### src/rtl/mgmt_pkg.sv
package mgmt_pkg;
  localparam int unsigned PRE_LEN  = 32;
  localparam int unsigned FRM_LEN  = 32;
  localparam int unsigned TOT_BITS = PRE_LEN + FRM_LEN;
  localparam int unsigned DATA_W   = 16;
  localparam int unsigned RA_W     = 5;
  localparam int unsigned AW       = 3;
  localparam int unsigned TA_BIT   = PRE_LEN + 14;
  localparam int unsigned DAT_BIT  = PRE_LEN + 16;

  localparam logic [1:0] SOF   = 2'b01;
  localparam logic [1:0] OP_RD = 2'b10;
  localparam logic [1:0] OP_WR = 2'b01;
  localparam logic [1:0] TA_WR = 2'b10;

  localparam logic [AW-1:0] A_SEL  = 3'd0;
  localparam logic [AW-1:0] A_CMD  = 3'd1;
  localparam logic [AW-1:0] A_STAT = 3'd2;
  localparam logic [AW-1:0] A_WLO  = 3'd3;
  localparam logic [AW-1:0] A_WHI  = 3'd4;
  localparam logic [AW-1:0] A_RLO  = 3'd5;
  localparam logic [AW-1:0] A_RHI  = 3'd6;
endpackage

### src/rtl/mgmt_mdc_gen.sv
module mgmt_mdc_gen #(
  parameter int unsigned DIV = 4
) (
  input  logic clk_i,
  input  logic rst_ni,
  input  logic run_i,
  output logic mdc_o,
  output logic rise_o,
  output logic last_o
);
  localparam int unsigned PW   = $clog2(DIV);
  localparam int unsigned HALF = DIV / 2;

  logic [PW-1:0] ph_q;

  always_ff @(posedge clk_i or negedge rst_ni) begin
    if (!rst_ni)               ph_q <= '0;
    else if (!run_i || last_o) ph_q <= '0;
    else                       ph_q <= ph_q + PW'(1);
  end

  assign mdc_o  = run_i && (ph_q >= PW'(HALF));
  assign rise_o = run_i && (ph_q == PW'(HALF));
  assign last_o = run_i && (ph_q == PW'(DIV - 1));
endmodule

### src/rtl/mgmt_frame_eng.sv
module mgmt_frame_eng import mgmt_pkg::*; #(
  parameter int unsigned     CLK_DIV  = 4,
  parameter logic [RA_W-1:0] PHY_ADDR = 5'd1
) (
  input  logic              clk_i,
  input  logic              rst_ni,
  input  logic              start_i,
  input  logic              op_rd_i,
  input  logic [RA_W-1:0]   reg_i,
  input  logic [DATA_W-1:0] wdata_i,
  output logic              busy_o,
  output logic              rd_done_o,
  output logic [DATA_W-1:0] rx_o,
  output logic              mdc_o,
  output logic              mdio_o,
  output logic              mdio_oe_o,
  input  logic              mdio_i
);
  localparam int unsigned CW = $clog2(TOT_BITS);

  logic              active_q, is_rd_q;
  logic [CW-1:0]     bit_q;
  logic [FRM_LEN-1:0] sr_q;
  logic [DATA_W-1:0] rx_q;
  logic              rise, last, last_bit, in_pre;

  mgmt_mdc_gen #(.DIV(CLK_DIV)) u_div (
    .clk_i  (clk_i),
    .rst_ni (rst_ni),
    .run_i  (active_q),
    .mdc_o  (mdc_o),
    .rise_o (rise),
    .last_o (last)
  );

  assign last_bit = (bit_q == CW'(TOT_BITS - 1));
  assign in_pre   = (bit_q < CW'(PRE_LEN));

  always_ff @(posedge clk_i or negedge rst_ni) begin
    if (!rst_ni) begin
      active_q <= 1'b0;
      is_rd_q  <= 1'b0;
      bit_q    <= '0;
      sr_q     <= '0;
    end else if (start_i && !active_q) begin
      active_q <= 1'b1;
      is_rd_q  <= op_rd_i;
      bit_q    <= '0;
      sr_q     <= {SOF, op_rd_i ? OP_RD : OP_WR, PHY_ADDR, reg_i,
                   op_rd_i ? 2'b00 : TA_WR,
                   op_rd_i ? {DATA_W{1'b0}} : wdata_i};
    end else if (last) begin
      if (last_bit) active_q <= 1'b0;
      else          bit_q    <= bit_q + CW'(1);
      if (!in_pre)  sr_q     <= {sr_q[FRM_LEN-2:0], 1'b0};
    end
  end

  // reply bits shift in on MDC rise
  always_ff @(posedge clk_i or negedge rst_ni) begin
    if (!rst_ni) rx_q <= '0;
    else if (rise && is_rd_q && (bit_q >= CW'(DAT_BIT))) rx_q <= {rx_q[DATA_W-2:0], mdio_i};
  end

  assign busy_o    = active_q;
  assign rd_done_o = last && last_bit && is_rd_q;
  assign rx_o      = rx_q;
  assign mdio_o    = active_q && (in_pre || sr_q[FRM_LEN-1]);
  assign mdio_oe_o = active_q && !(is_rd_q && (bit_q >= CW'(TA_BIT)));
endmodule

### src/rtl/mgmt_host_regs.sv
module mgmt_host_regs import mgmt_pkg::*; (
  input  logic              clk_i,
  input  logic              rst_ni,
  input  logic              we_i,
  input  logic [AW-1:0]     addr_i,
  input  logic [7:0]        wdata_i,
  input  logic              busy_i,
  input  logic              rd_done_i,
  input  logic [DATA_W-1:0] rx_i,
  output logic              start_o,
  output logic              op_rd_o,
  output logic [DATA_W-1:0] wword_o,
  output logic [RA_W-1:0]   sel_o,
  output logic              rd_bit_o,
  output logic              scan_bit_o,
  output logic [7:0]        wlo_o,
  output logic [7:0]        whi_o,
  output logic [DATA_W-1:0] rword_o
);
  logic [RA_W-1:0]   sel_q;
  logic              rd_q, scan_q, rd_nxt, scan_nxt;
  logic [7:0]        wlo_q, whi_q;
  logic [DATA_W-1:0] rword_q;
  logic              cmd_we, whi_hit, rd_set;

  assign cmd_we  = we_i && (addr_i == A_CMD);
  assign whi_hit = we_i && (addr_i == A_WHI) && !busy_i;
  assign rd_set  = cmd_we && !busy_i && wdata_i[0] && !rd_q;

  // while busy only clearing is accepted
  always_comb begin
    rd_nxt   = rd_q;
    scan_nxt = scan_q;
    if (cmd_we) begin
      if (busy_i) begin
        rd_nxt   = rd_q & wdata_i[0];
        scan_nxt = scan_q & wdata_i[1];
      end else begin
        rd_nxt   = wdata_i[0];
        scan_nxt = wdata_i[1];
      end
    end
  end

  always_ff @(posedge clk_i or negedge rst_ni) begin
    if (!rst_ni) begin
      sel_q   <= '0;
      rd_q    <= 1'b0;
      scan_q  <= 1'b0;
      wlo_q   <= '0;
      whi_q   <= '0;
      rword_q <= '0;
    end else begin
      rd_q   <= rd_nxt;
      scan_q <= scan_nxt;
      if (we_i && (addr_i == A_SEL)) sel_q <= wdata_i[RA_W-1:0];
      if (we_i && (addr_i == A_WLO)) wlo_q <= wdata_i;
      if (whi_hit)                   whi_q <= wdata_i;
      if (rd_done_i)                 rword_q <= rx_i;
    end
  end

  assign start_o    = !busy_i && (whi_hit || rd_set || scan_nxt);
  assign op_rd_o    = !whi_hit;
  assign wword_o    = {wdata_i, wlo_q};
  assign sel_o      = sel_q;
  assign rd_bit_o   = rd_q;
  assign scan_bit_o = scan_q;
  assign wlo_o      = wlo_q;
  assign whi_o      = whi_q;
  assign rword_o    = rword_q;
endmodule

### src/rtl/mgmt_bridge.sv
module mgmt_bridge import mgmt_pkg::*; #(
  parameter int unsigned     CLK_DIV  = 4,
  parameter logic [RA_W-1:0] PHY_ADDR = 5'd1
) (
  input  logic        clk_i,
  input  logic        rst_ni,
  input  logic        reg_we_i,
  input  logic [2:0]  reg_addr_i,
  input  logic [7:0]  reg_wdata_i,
  output logic [7:0]  reg_rdata_o,
  output logic        mdc_o,
  output logic        mdio_o,
  output logic        mdio_oe_o,
  input  logic        mdio_i
);
  logic              busy, start, op_rd, rd_done, rd_bit, scan_bit;
  logic [DATA_W-1:0] rx_word, wword, rword;
  logic [RA_W-1:0]   sel;
  logic [7:0]        wlo, whi;

  mgmt_host_regs u_regs (
    .clk_i      (clk_i),
    .rst_ni     (rst_ni),
    .we_i       (reg_we_i),
    .addr_i     (reg_addr_i),
    .wdata_i    (reg_wdata_i),
    .busy_i     (busy),
    .rd_done_i  (rd_done),
    .rx_i       (rx_word),
    .start_o    (start),
    .op_rd_o    (op_rd),
    .wword_o    (wword),
    .sel_o      (sel),
    .rd_bit_o   (rd_bit),
    .scan_bit_o (scan_bit),
    .wlo_o      (wlo),
    .whi_o      (whi),
    .rword_o    (rword)
  );

  mgmt_frame_eng #(.CLK_DIV(CLK_DIV), .PHY_ADDR(PHY_ADDR)) u_eng (
    .clk_i     (clk_i),
    .rst_ni    (rst_ni),
    .start_i   (start),
    .op_rd_i   (op_rd),
    .reg_i     (sel),
    .wdata_i   (wword),
    .busy_o    (busy),
    .rd_done_o (rd_done),
    .rx_o      (rx_word),
    .mdc_o     (mdc_o),
    .mdio_o    (mdio_o),
    .mdio_oe_o (mdio_oe_o),
    .mdio_i    (mdio_i)
  );

  always_comb begin
    case (reg_addr_i)
      A_SEL:   reg_rdata_o = {{(8-RA_W){1'b0}}, sel};
      A_CMD:   reg_rdata_o = {6'b0, scan_bit, rd_bit};
      A_STAT:  reg_rdata_o = {7'b0, busy};
      A_WLO:   reg_rdata_o = wlo;
      A_WHI:   reg_rdata_o = whi;
      A_RLO:   reg_rdata_o = rword[7:0];
      A_RHI:   reg_rdata_o = rword[15:8];
      default: reg_rdata_o = 8'h00;
    endcase
  end
endmodule

### config.mk
export PLATFORM = sky130hd
export DESIGN_NAME = mgmt_bridge
export DESIGN_NICKNAME = d
export VERILOG_FILES = /design/src/rtl/mgmt_pkg.sv /design/src/rtl/mgmt_mdc_gen.sv /design/src/rtl/mgmt_frame_eng.sv /design/src/rtl/mgmt_host_regs.sv /design/src/rtl/mgmt_bridge.sv
export SDC_FILE = /design/constraint.sdc
export NUM_CORES = 1
export LEC_CHECK = 0
export BUFFER_PORTS_ARGS = -buffer_cell sky130_fd_sc_hd__buf_2
export CAP_MARGIN = 30
export CORE_MARGIN = 2
export CORE_UTILIZATION = 56
export CTS_BUF_LIST = sky130_fd_sc_hd__clkbuf_8
export DETAILED_ROUTE_END_ITERATION = 12
export PLACE_DENSITY = 0.81
export SLEW_MARGIN = 0
export SYNTH_ARGS = -nofsm -noshare
export SYNTH_HDL_FRONTEND = slang
export SYNTH_HIERARCHICAL = 1
export SYNTH_SLANG_ARGS = --single-unit
### constraint.sdc
create_clock -name clk_i -period 3.5 [get_ports clk_i]
set_input_delay 0.525 -clock clk_i [delete_from_list [all_inputs] [get_ports clk_i]]
set_output_delay 0.525 -clock clk_i [all_outputs]
set_load 0.05 [all_outputs]
==> summary.md <==
| Metric | Value |
|---|---|
| Total power draw | 0.00330 W |
| Setup bufs post-CTS | 0 |
| Port Buf Inserts | 25 |
| Sw Share | 0.361 |
| Max Cap Violations | 0 |
| Setup CP Type | reg2out |
| DRT iter0 DRCs | 280 |
| DP HPWL | 6080 um |
| Worst-path maximum fanout | 15 |
| Top post-synthesis cells by area | dfrtp_1 (52%), mux2_2 (8.4%), nand2_1 (6.0%), mux2_4 (5.8%), a31oi_1 (4.2%) |
| RD Place Congestion | 0.882 |
| Num rows | 33 |
| Chip height | 95.3 um |
| Cts hold-fix bufs | 0 |
| Worst min-delay path category | in2async |
| Skew-Pair Late Insertion Delay | 370 ps |
| Number of global-route vias before repair | 3027 |
| Root buffer cell | clkbuf_8 |
| Fmax achieved | 410 MHz |
| Worst endpoint required time | 2970 ps |
| Main synth FF type | dfrtp_1 |
| Via density | 5.98 |
| Largest net degree at the start of global routing | 67 |
| Final WS setup | 1060 ps |
| First-pass GRT wire length | 15300 um |
| Final Slew Violations | 0 |
| Top delay family on crit path | flip-flops |
| Synth top cells by count | dfrtp_1 (97), nand2_1 (75), mux2_2 (35), a31oi_1 (31) |
| DR vias | 3155 |
| Unrepaired setup endpoints after global routing | no |
| Clock power frac | 0.209 |
| Total global-route track usage | 0.223 |
| Syn_nets | 435 |
| Tmin final | 2440 ps |
| GRT Residual Overflow | 0 |
| IO Count | 26 |
| Area delta synth->final | 4.23% |
| Mapped Area | 4670 sq um |
| Slew headroom | 0.341 |
| H-tree Lvls | 3 |
| Worst-path clk slew | 100 ps |
| Final TNS setup | 0 ps |
| Final Skew | 10.9 ps |
| Peak supply drop | 0.000292 V |
| Initial Utilization | 0.574 |
| Post-synth top area share | 0.520 |
| Core region area | 8130 sq um |
| Sequential element share of the synthesized area | 0.520 |
| Total Wirelength | 9170 um |
| Sequential Power Share | 0.518 |
| Place WS | 913 ps |
| Outcome | completed |
| N_diodes | 0 |
| Leak | 2.30 nW |
| Layout cells sized above 1 | 0.251 |
| Dominant cell by count in the synthesized netlist | dfrtp_1 |
| Die area | 9090 sq um |
| Total Nets Final | 436 |
| Die Wd | 95.3 um |
| EDFF count, synth | 0 |
| DR WL/cell | 17.4 um |
| Combinational power share | 0.273 |
| Number of synthesized register bits | 97 |
| Initial antenna violation count | 0 |
| Internal | 0.00211 W |
| Synthesized area per cell | 11.2 sq um |
| Post-Syn Instances | 417 |
| Startpoint Class | flop |
| Post-detailed-route count of antenna-violating nets | 0 |
| Ys async rst share | 1.00 |
| Switching power summed over all nets | 0.00119 W |
| Final Hold Viols | 0 |
| Dominant cell type by area after synthesis | dfrtp_1 |
| CP peak stage delay | 610 ps |
| DRC viols | 0 |
| Clock Tree Buf Depth | 2 |
| Worst path bufs/invs | 1 |
| Worst slew pin tran | 986 ps |
| CP max stage cell | dfrtp_1 |
| Power per cell area | 678 nW/um^2 |
| CP arrival | 1910 ps |
| YS warnings | 6 |
| Fin crit share | 0.697 |
| Resize count post-CTS | 0 |
| WHS | 238 ps |
| Drt pass-1 iters | 5 |
| Synth unique cells | 47 |
| Fill count | 661 |
| Clock Sinks | 97 |
| CTS tree | yes |
| CP Cell Sequence | mux2i_1 > or2_0 > a311oi_1 > buf_2 |
| CP Capture Type | output pin |
| Num CTS Buffers | 9 |
| Setup Viol. Count Final | 0 |
==> cell usage in the layout (no fill, tap or decap), types with 2 or more instances in the layout <==
cell type and instances:
a211oi_1 3, a21oi_1 21, a221oi_1 4, a31oi_1 31, a32oi_1 2, and2_1 5, and3_1 2, buf_2 24
buf_4 7, clkbuf_8 9, clkinv_4 2, dfrtp_1 97, ha_1 3, inv_1 3, inv_6 4, mux2_2 35
mux2_4 18, mux2i_1 10, nand2_1 75, nand2b_1 4, nand3_1 5, nand4_1 2, nor2_1 12, nor2b_1 8
nor3_1 2, o21a_1 4, o21ai_0 6, o22a_1 2, or2_2 3
==> path summary, 6_finish.rpt <==
| path | end | start | slack, ps | cells past startpoint |
|---|---|---|---|---|
| max reg2reg | u_eng/sr_q[29] | u_eng/busy_o | 1240 | 6 |
| min reg2reg | u_eng/u_div/ph_q[0] | u_eng/u_div/ph_q[0] | 480 | 1 |
| min in group clk_i | u_eng/rx_o[0] | mdio_i | 380 | 2 |
| max in group asynchronous | u_eng/sr_q[4] | rst_ni | 2500 | 2 |
| min | u_regs/rword_o[15] | rst_ni | 240 | 1 |
| max | reg_rdata_o[0] | u_eng/busy_o | 1060 | 4 |
==> sequential cells by signal, summed over array words and instances (netlist names) <==
name               flops
u_eng/sr_q            32
u_eng/rx_o            16
u_regs/rword_o        16
u_regs/whi_o           8
u_regs/wlo_o           8
u_eng/bit_q            6
u_regs/sel_o           5
u_eng/u_div/ph_q       2
u_eng/busy_o           1
u_eng/is_rd_q          1
u_regs/rd_bit_o        1
u_regs/scan_bit_o      1
==> metal layers <==
metal  global-route usage  part of all wire  wire length (um)  vias to the layer above
li1                     -                 -                 -                     1465
met4               0.0918             0.021               197                        0
met2                0.332              0.48              4370                       78
met3               0.0553             0.045               415                       15
met1                0.314              0.46              4190                     1597
met5                    0                 0                 0                        -
==> power by group through the flow <==
stage	Clock (W)	Sequential (W)	Combinational, W
6_report	0.000690	0.00171	0.000903
5_1_grt	0.000757	0.00175	0.00101
4_1_cts	0.000713	0.00170	0.000908
3_5_place_dp	0	0.00172	0.000904
3_3_place_gp	0	0.00171	0.000870
2_1_floorplan	0	0.00163	0.000825
==> final cells by class <==
type,count,area (sq um),share of cell area
Clock inverter,7,60.1,0.0123
Sequential cell,97,2430,0.499
Clock buffer,9,124,0.0254
Tap cell,105,131,0.0270
Multi-Input combinational cell,275,1940,0.398
Inverter,4,15.0,0.00308
Timing Repair Buffer,31,173,0.0355
==> through the flow <==
step                      utilization  std cells  cell area [sq um]
final                           0.599        528               4870
after floorplan                     -        417               4670
after global placement          0.576        512               4680
after CTS                       0.599        528               4870
after global routing            0.599        528               4870
after detailed placement        0.576        512               4680
==> kinds of logic (layout without fill, tap and decap cells) <==
| kind of cell | Yosys count | in the layout | synth area share |
|---|---|---|---|
| buffers and inverters | 45 | 51 | 0.0654 |
| adders and majority gates | 3 | 3 | 0.00804 |
| DFF | 97 | 97 | 0.520 |
| and+or+nand+nor | 128 | 128 | 0.132 |
| AOI/OAI and AO/OA | 81 | 81 | 0.111 |
| muxes | 63 | 63 | 0.164 |
No activity file was read; power rests on OpenSTA's default activity.
